--- src/rtl/mdio_pkg.sv ---
package mdio_pkg;
  localparam int FRAME_LEN = 64;
  localparam int PRE_LEN   = 32;
  localparam int TA_POS    = 46;
  localparam int DAT_POS   = 48;
  localparam int IDX_W     = $clog2(FRAME_LEN);
  localparam int DIV_W     = 4;
  localparam int DAT_W     = 16;
  localparam int FLD_W     = 5;

  // command word bit positions (software visible)
  localparam int C_REG_LSB = 0;
  localparam int C_PHY_LSB = 8;
  localparam int C_WR      = 16;
  localparam int C_BUSY    = 17;
  localparam int C_NOPRE   = 18;
  localparam int C_DIV_LSB = 20;

  typedef struct packed {
    logic [DIV_W-1:0] div;
    logic             nopre;
    logic             wr;
    logic [FLD_W-1:0] phy;
    logic [FLD_W-1:0] regad;
  } mdio_cmd_t;

  // full frame, bit FRAME_LEN-1 leaves first
  function automatic logic [FRAME_LEN-1:0] mk_frame(input logic wr,
                                                    input logic [FLD_W-1:0] phy,
                                                    input logic [FLD_W-1:0] ra,
                                                    input logic [DAT_W-1:0] d);
    logic [1:0] op;
    logic [1:0] ta;
    op = wr ? 2'b01 : 2'b10;
    ta = wr ? 2'b10 : 2'b11;
    return {{PRE_LEN{1'b1}}, 2'b01, op, phy, ra, ta, (wr ? d : {DAT_W{1'b1}})};
  endfunction
endpackage

--- src/rtl/mdio_clkgen.sv ---
module mdio_clkgen
  import mdio_pkg::*;
(
  input  logic             clk,
  input  logic             rst,
  input  logic             active,
  input  logic             run,
  input  logic [DIV_W-1:0] div,
  output logic             mdc,
  output logic             rise,
  output logic             fall
);
  logic [DIV_W-1:0] cnt;
  logic             edge_now;

  assign edge_now = active && run && (cnt == div);
  assign rise     = edge_now && !mdc;
  assign fall     = edge_now && mdc;

  always_ff @(posedge clk) begin
    if (rst || !active) begin
      cnt <= '0;
      mdc <= 1'b0;
    end else if (run) begin
      if (cnt == div) begin
        cnt <= '0;
        mdc <= ~mdc;
      end else begin
        cnt <= cnt + 1'b1;
      end
    end
  end
endmodule

--- src/rtl/mdio_shifter.sv ---
module mdio_shifter
  import mdio_pkg::*;
(
  input  logic             clk,
  input  logic             rst,
  input  logic             start,
  input  mdio_cmd_t        new_cmd,
  input  logic [DAT_W-1:0] tx_data,
  input  logic             rise,
  input  logic             fall,
  input  logic             mdio_i,
  output logic             active,
  output logic             mdio_o,
  output logic             mdio_oe,
  output logic             done,
  output logic [DAT_W-1:0] rx_data
);
  logic [FRAME_LEN-1:0] frame_q;
  logic [FRAME_LEN-1:0] frame_new;
  logic [IDX_W-1:0]     idx;
  logic                 is_wr;

  assign frame_new = mk_frame(new_cmd.wr, new_cmd.phy, new_cmd.regad, tx_data);

  always_ff @(posedge clk) begin
    if (rst) begin
      frame_q <= '0;
      idx     <= '0;
      is_wr   <= 1'b0;
      active  <= 1'b0;
      mdio_o  <= 1'b1;
      mdio_oe <= 1'b0;
      done    <= 1'b0;
      rx_data <= '0;
    end else begin
      done <= 1'b0;
      if (start) begin
        active  <= 1'b1;
        is_wr   <= new_cmd.wr;
        rx_data <= '0;
        mdio_oe <= 1'b1;
        if (new_cmd.nopre) begin
          frame_q <= {frame_new[FRAME_LEN-PRE_LEN-1:0], {PRE_LEN{1'b0}}};
          idx     <= IDX_W'(PRE_LEN);
          mdio_o  <= frame_new[FRAME_LEN-PRE_LEN-1];
        end else begin
          frame_q <= frame_new;
          idx     <= '0;
          mdio_o  <= frame_new[FRAME_LEN-1];
        end
      end else if (active) begin
        if (rise && !is_wr && (int'(idx) >= DAT_POS))
          rx_data <= {rx_data[DAT_W-2:0], mdio_i};
        if (fall) begin
          if (int'(idx) == FRAME_LEN-1) begin
            active  <= 1'b0;
            mdio_oe <= 1'b0;
            mdio_o  <= 1'b1;
            done    <= 1'b1;
          end else begin
            idx     <= idx + 1'b1;
            frame_q <= frame_q << 1;
            mdio_o  <= frame_q[FRAME_LEN-2];
            mdio_oe <= is_wr || ((int'(idx) + 1) < TA_POS);
          end
        end
      end
    end
  end
endmodule

--- src/rtl/mdio_regs.sv ---
module mdio_regs
  import mdio_pkg::*;
#(
  parameter int BUS_W = 32
) (
  input  logic             clk,
  input  logic             rst,
  input  logic             bus_wr,
  input  logic             bus_addr,
  input  logic [BUS_W-1:0] bus_wdata,
  output logic [BUS_W-1:0] bus_rdata,
  input  logic             done,
  input  logic [DAT_W-1:0] rx_data,
  output logic             start,
  output mdio_cmd_t        cmd_next,
  output mdio_cmd_t        cmd_q,
  output logic [DAT_W-1:0] data_q,
  output logic             busy
);
  logic [BUS_W-1:0] cmd_word;
  logic             accept;

  assign accept = bus_wr && !busy;
  assign start  = accept && bus_addr && bus_wdata[C_BUSY];

  always_comb begin
    cmd_next.div   = bus_wdata[C_DIV_LSB +: DIV_W];
    cmd_next.nopre = bus_wdata[C_NOPRE];
    cmd_next.wr    = bus_wdata[C_WR];
    cmd_next.phy   = bus_wdata[C_PHY_LSB +: FLD_W];
    cmd_next.regad = bus_wdata[C_REG_LSB +: FLD_W];
  end

  always_comb begin
    cmd_word                        = '0;
    cmd_word[C_DIV_LSB +: DIV_W]    = cmd_q.div;
    cmd_word[C_NOPRE]               = cmd_q.nopre;
    cmd_word[C_BUSY]                = busy;
    cmd_word[C_WR]                  = cmd_q.wr;
    cmd_word[C_PHY_LSB +: FLD_W]    = cmd_q.phy;
    cmd_word[C_REG_LSB +: FLD_W]    = cmd_q.regad;
  end

  always_ff @(posedge clk) begin
    if (rst) begin
      cmd_q     <= '0;
      data_q    <= '0;
      busy      <= 1'b0;
      bus_rdata <= '0;
    end else begin
      if (done) begin
        busy <= 1'b0;
        if (!cmd_q.wr) data_q <= rx_data;
      end
      if (accept) begin
        if (bus_addr) begin
          cmd_q <= cmd_next;
          busy  <= bus_wdata[C_BUSY];
        end else begin
          data_q <= bus_wdata[DAT_W-1:0];
        end
      end
      bus_rdata <= bus_addr ? cmd_word : BUS_W'(data_q);
    end
  end
endmodule

--- src/rtl/mdio_master.sv ---
module mdio_master
  import mdio_pkg::*;
#(
  parameter int BUS_W = 32
) (
  input  logic             clk,
  input  logic             rst,
  input  logic             bus_wr,
  input  logic             bus_addr,
  input  logic [BUS_W-1:0] bus_wdata,
  output logic [BUS_W-1:0] bus_rdata,
  input  logic             mdc_enable,
  output logic             mdc,
  output logic             mdio_o,
  output logic             mdio_oe,
  input  logic             mdio_i
);
  mdio_cmd_t        cmd_next;
  mdio_cmd_t        cmd_q;
  logic [DAT_W-1:0] data_q;
  logic [DAT_W-1:0] rx_data;
  logic             start;
  logic             busy;
  logic             done;
  logic             active;
  logic             rise;
  logic             fall;
  logic             lat_wr;
  logic [FLD_W-1:0] lat_phy;

  assign lat_wr  = cmd_q.wr;
  assign lat_phy = cmd_q.phy;

  mdio_regs #(.BUS_W(BUS_W)) u_regs (
    .clk(clk), .rst(rst), .bus_wr(bus_wr), .bus_addr(bus_addr),
    .bus_wdata(bus_wdata), .bus_rdata(bus_rdata), .done(done),
    .rx_data(rx_data), .start(start), .cmd_next(cmd_next), .cmd_q(cmd_q),
    .data_q(data_q), .busy(busy)
  );

  mdio_clkgen u_clk (
    .clk(clk), .rst(rst), .active(active), .run(mdc_enable),
    .div(cmd_q.div), .mdc(mdc), .rise(rise), .fall(fall)
  );

  mdio_shifter u_shift (
    .clk(clk), .rst(rst), .start(start), .new_cmd(cmd_next),
    .tx_data(data_q), .rise(rise), .fall(fall), .mdio_i(mdio_i),
    .active(active), .mdio_o(mdio_o), .mdio_oe(mdio_oe), .done(done),
    .rx_data(rx_data)
  );
endmodule

--- config.mk ---
export PLATFORM = sky130hd
export DESIGN_NAME = mdio_master
export DESIGN_NICKNAME = d
export VERILOG_FILES = /design/src/rtl/mdio_pkg.sv /design/src/rtl/mdio_clkgen.sv /design/src/rtl/mdio_shifter.sv /design/src/rtl/mdio_regs.sv /design/src/rtl/mdio_master.sv
export SDC_FILE = /design/constraint.sdc
export NUM_CORES = 1
export LEC_CHECK = 0
export ABC_AREA = 0
export BUFFER_PORTS_ARGS = -buffer_cell sky130_fd_sc_hd__buf_2
export CAP_MARGIN = 15
export CORE_MARGIN = 2
export CORE_UTILIZATION = 36
export CTS_BUF_LIST = sky130_fd_sc_hd__clkbuf_4 sky130_fd_sc_hd__clkbuf_8
export CTS_CLUSTER_DIAMETER = 50
export DETAILED_ROUTE_END_ITERATION = 8
export PLACE_DENSITY = 0.58
export SYNTH_ARGS = -nofsm -noshare
export SYNTH_HDL_FRONTEND = slang
export SYNTH_SLANG_ARGS = --single-unit
--- constraint.sdc ---
create_clock -name clk -period 2.9 [get_ports clk]
set_input_delay 0 -clock clk [delete_from_list [all_inputs] [get_ports clk]]
set_output_delay 0 -clock clk [all_outputs]
set_load 0.03 [all_outputs]
## Word level (Yosys, flattened, before mapping)

Cells that the tools add are included.
W data, S select, Z words.

- $add $sub $neg: 3
- Order comparisons: 2
- Eq/ne operators: 3
- Mux-type cells: 36
- Bitwise operators: 4
- Reductions and logical operators: 26

Operators with widths:

| cell | count |
|---|---|
| $mux W63 | 4 |
| $mux W16 | 5 |
| $mux W62 | 1 |
| $lt A32 B7 Y1 const B | 1 |
| $mux W6 | 5 |
| $mux W1 | 18 |
| $mux W13 | 1 |
| $logic_and A1 B1 Y1 | 9 |
| $reduce_and A2 Y1 | 4 |
| $add A6 B1 Y7 const B | 1 |
| $add A6 B1 Y6 const B | 1 |
| $eq A6 B1 Y1 const B | 1 |
| $ge A6 B6 Y1 const B | 1 |
| $reduce_or A2 Y1 | 3 |
| $add A4 B1 Y4 const B | 1 |
| $eq A4 B4 Y1 | 1 |
| $logic_not A1 Y1 | 4 |
| $mux W4 | 1 |
| $not A1 Y1 | 4 |
| $reduce_bool A2 Y1 | 2 |
| $reduce_or A4 Y1 | 1 |
| $reduce_and A3 Y1 | 1 |
| $logic_or A1 B1 Y1 | 2 |
| $mux W2 | 1 |
| $ne A2 B2 Y1 const B | 1 |

- Flip-flop bits (word level): 160
- Input port bits: 38
- Output and inout port bits: 35
- Word-level logic and storage cells: 94

## Longest topological paths before layout

- Depth in word-level cells: 7
- Mapped depth: 9
- Mapped depth without buffers: 6

## By module

A second synthesis with hierarchy kept.

- Cell total of the unflattened synthesis: 791
- Area total of the unflattened synthesis: 7299.5 µm²

Modules (own cells, without submodules):

| module | times used | cells each | area an instance (µm²) | seq. area each (µm²) |
|---|---|---|---|---|
| mdio_shifter | 1 | 505 | 4718.3 | 1801.7 |
| mdio_regs | 1 | 256 | 2314.7 | 1121.1 |
| mdio_clkgen | 1 | 30 | 266.5 | 100.1 |

## Least setup slack after synthesis

No wires, ideal clock.

- Path type: flip-flop to flip-flop
- Start point: register u_shift.idx[0]
- End point: register u_shift.frame_q[55]
- Setup time: 0.133 ns
- Arrival: 1.614 ns
- Required time: 2.767 ns
- Path slack: 1.153 ns
- Stages on the path, launching flop included: 9
- Path buffers: 3
- Period minus slack after synthesis: 1.747 ns
- Cells stage by stage: dfxtp_1 ha_1 clkbuf_1 a31oi_4 and2_1 buf_4 buf_2 nor3_1 nor4_1

- Longest elaborated chain between the ends: 3

RTL lines:

| element | RTL line | RTL |
|---|---|---|
| start, declared | mdio_shifter.sv:20 | `logic [IDX_W-1:0] idx;` |
| start signal, assigned | mdio_shifter.sv:44 | `idx <= IDX_W'(PRE_LEN);` |
| start signal, assigned | mdio_shifter.sv:61 | `idx <= idx + 1'b1;` |
| $eq A6 B1 Y1 | mdio_shifter.sv:55 | `if (int'(idx) == FRAME_LEN-1) begin` |
| $ne A2 B2 Y1 (no line) | - |  |
| $reduce_and A3 Y1 (no line) | - |  |
| end signal, assigned | mdio_shifter.sv:43 | `frame_q <= {frame_new[FRAME_LEN-PRE_LEN-1:0], {PRE_LEN{1'b0}}};` |
| end signal, assigned | mdio_shifter.sv:47 | `frame_q <= frame_new;` |
| end signal, assigned | mdio_shifter.sv:62 | `frame_q <= frame_q << 1;` |
| end, declared | mdio_shifter.sv:18 | `logic [FRAME_LEN-1:0] frame_q;` |

No other way between the ends.
A chain may end at the register's enable or synchronous reset.

## Worst setup path after layout

- Start point: register u_regs.busy
- End point: register u_shift.frame_q[41]

- Longest elaborated chain between the ends: 6
- Elaborated cells between the ends (all ways): 9
- Those cells by class: eq/ne (1); mux (1); reduce/logical (7)

RTL lines:

| element | RTL line | RTL |
|---|---|---|
| start, declared | mdio_regs.sv:18 | `output logic busy` |
| start signal, assigned | mdio_regs.sv:58 | `busy <= bus_wdata[C_BUSY];` |
| $logic_not A1 Y1 * | mdio_regs.sv:23 | `assign accept = bus_wr && !busy;` |
| $logic_and A1 B1 Y1 * | mdio_regs.sv:23 |  |
| $logic_and A1 B1 Y1 * (2 in series) | mdio_regs.sv:24 | `assign start = accept && bus_addr && bus_wdata[C_BUSY];` |
| $ne A2 B2 Y1 (no line) / $reduce_bool A2 Y1 (equally long branches) | - |  |
| $reduce_and A3 Y1 (no line) | - |  |

Mark *: on every way between the ends. The rest lies on a longest branch, timed or not.

==> flow_summary.yaml <==
timing:
  rsz0062_at_grt: "no"
  period_share: 0.7375
  max_slew.worst_pin.slew_ns: 0.7430
  fmax_mhz: 467.6
  min_period_ns: 2.139
  tns_ns: 0
  relSlewSlack: 0.5033
  worst_clock_skew_ns: 0.01317
  finalHoldViolCount: 0
  slew_violations: 0
  holdWs_ns: 0.03219
  setup_viol: 0
finish:
  fillers: 1749
  layout-drive-gt1-share: 0.1385
  diodes: 0
  final_net_count: 808
  synthToLayoutAreaGrowth_pct: 15.84
synthesis:
  synth_warnings: 0
  synth.yosys.seq_area_share: 0.4720
  synth-edff-count: 0
  ys_ff_latch: 151
  synth_flop_cell: "dfxtp_1"
  synth_top_area_share: 0.4720
  synth_common_cells: "151 x dfxtp_1, 83 x nor2_1, 76 x nor3_1"
  netlist.top_cell.by_area: "dfxtp_1"
  async_flop_share: 0
  synthTopCellsByArea: "dfxtp_1 47%, mux2i_1 9.7%, nor3_1 5.9%"
  synthesis.instances: 726
  synth.avg_cell_area_um2: 8.822
  ys_types: 48
  netlist_area_mm2: 0.006405
  yosysMostFrequentCell: "dfxtp_1"
drt:
  wl_per_cell_um: 15.40
  drt.antenna.violating_nets: 0
  first_pass_iters: 4
  first_iter_violations: 314
  routed_via_density: 5.152
  num_vias: 5178
  wirelength_um: 15480
  drcViolationCount: 0
clock_tree:
  cts_tree: "built"
  htree_num_levels: 4
  cts_buffers: 17
  clockBufferDepth: 2
  hold_buffers: 23
  cts_sinks: 151
  ctsResizeCount: 0
  worstSkewPairLatency_ns: 0.45
  cts_setup_buffers: 0
  clk_pin_slew_ns: 0.08
  ctsRootBufferMaster: "clkbuf_8"
power:
  power.share.sequential: 0.501
  p_sw_mw: 1.061
  cellLeakagePower_nw: 3.109
  vdd_drop_max_mv: 0.2868
  p_per_area_mw_per_mm2: 596.2
  p_clk_frac: 0.413
  switching_share: 0.2397
  pwr-share-comb: 0.087
  intPower_mw: 3.363
setup_path:
  ff2ff_path_depth: 5
  required_ns: 3.21
  path_class: "reg -> reg"
  critPathLaunchType: "flip-flop"
  cp.arrival_ns: 2.45
  endpoint_kind: "flip-flop"
  path_max_fanout: 20
die:
  num_rows: 48
  io_pins: 73
  die_y_um: 137.4
  dieWidth_um: 137.4
  dieArea_mm2: 0.01887
  placeableCoreArea_mm2: 0.01736
  initial_core_util: 0.3690
hold_path:
  hold_depth: 3
  hp-class: "in -> reg"
run:
  max_cap_violations: 0
grt:
  grt_pass1_vias: 4657
  antenna_found_initial: 0
  grt_max_degree: 56
  grt_pass1_wl_um: 24990
  gr-total-overflow: 0
  grt_usage: 0.1705
placement:
  portBuffers: 54
  hpwl_um: 9727
  place_congestion: 0.7527
status:
  outcome: "completed"
## layer usage
layer / routed length [um] / vias up / track usage
met4: 201 / 0 / 0.05212
met3: 756 / 9 / 0.04084
li1: - / 2637 / -
met2: 6914 / 126 / 0.2554
met1: 7608 / 2406 / 0.2419
met5: 0 / - / 0
## power by group through the flow
stage	Sequential, mW	Combinational (mW)	Clock [mW]
floorplan	2.27	0.257	0
global placement	2.26	0.358	0
detailed placement	2.26	0.361	0
CTS	2.21	0.387	1.87
global route	2.23	0.426	1.97
finish	2.21	0.383	1.83
## registers in the layout, summed over array words and instances (netlist names)
register / cells
u_shift.done: 1
u_shift.frame_q: 63
u_regs.data_q: 16
u_shift.rx_data: 16
u_shift.is_wr: 1
u_clk.mdc: 1
u_regs.busy: 1
u_clk.cnt: 4
u_shift.mdio_o: 1
u_shift.mdio_oe: 1
u_regs.cmd_q: 16
u_shift.idx: 6
u_shift.active: 1
u_regs.bus_rdata: 23
## logic make-up after synthesis
logic type / synth area share
AOI/OAI and AO/OA: 0.1166
xor gates and xnor gates: 0.01094
adders and majority gates: 0.003906
buffers and inverters: 0.06329
DFF: 0.4720
muxes: 0.09689
other: 0.0005855
and+or+nand+nor: 0.2358
## critical path: stages (launching register included)
cell and delay (ns):
dfxtp_1 0.34, and3b_1 0.27, and2_2 0.41, nand3_1 0.61
nor2_1 0.29, a211oi_1 0.07
## cell usage in the layout (no fill, tap or decap), drive strengths merged, types with 2 or more instances in the layout
| master | count |
|---|---|
| inv | 3 |
| clkbuf | 24 |
| o211ai | 2 |
| mux2i | 62 |
| bufinv | 4 |
| a21oi | 54 |
| and2 | 15 |
| nand4 | 2 |
| o21ai | 3 |
| nand2 | 49 |
| xor2 | 7 |
| a211oi | 38 |
| conb | 9 |
| nand3 | 10 |
| nand2b | 22 |
| clkinv | 2 |
| and3 | 2 |
| nand3b | 3 |
| o31a | 2 |
| dlygate4sd3 | 23 |
| buf | 69 |
| a2111oi | 5 |
| nor2b | 2 |
| nor3 | 76 |
| nor4 | 36 |
| a31oi | 5 |
| dfxtp | 151 |
| ha | 2 |
| nor2 | 83 |
| o22ai | 2 |
## final timing paths
kind / startpoint / to / slack [ns]
min reg2reg: u_regs.cmd_q[1]$_SDFFE_PP0P_ / u_regs.cmd_q[1]$_SDFFE_PP0P_ / 0.45
max reg2reg: u_regs.busy$_SDFF_PP0_ / u_shift.frame_q[41]$_SDFFE_PP0P_ / 0.76
max: u_regs.busy$_SDFF_PP0_ / u_shift.frame_q[41]$_SDFFE_PP0P_ / 0.76
min: bus_wdata[16] / u_regs.cmd_q[10]$_SDFFE_PP0P_ / 0.03
## stage by stage
step                      setup slack (ns)  std cells  utilization  instance area (um2)  power (mW)
after global routing                0.5802       1005       0.4275                 7420       4.621
after global placement              0.8332        951       0.3881                 6736       2.621
after detailed placement            0.7634        951       0.3881                 6736       2.625
after CTS                           0.7491       1005       0.4275                 7420       4.473
final                               0.7613       1005       0.4275                 7420       4.424
after floorplan                      1.153        734            -                 6435       2.522
## cell type report
| class | instances | area, um2 | share of cell area |
|---|---|---|---|
| sequential | 151 | 3023 | 0.4074 |
| clock buffer | 24 | 311.5 | 0.04199 |
| tap | 225 | 281.5 | 0.03794 |
| timing repair buffer | 92 | 640.6 | 0.08634 |
| multi-input combinational | 503 | 3010 | 0.4057 |
| clock inverter | 7 | 141.4 | 0.01906 |
| inverter | 3 | 11.26 | 0.001518 |
No activity file was read; power rests on OpenSTA's default activity.
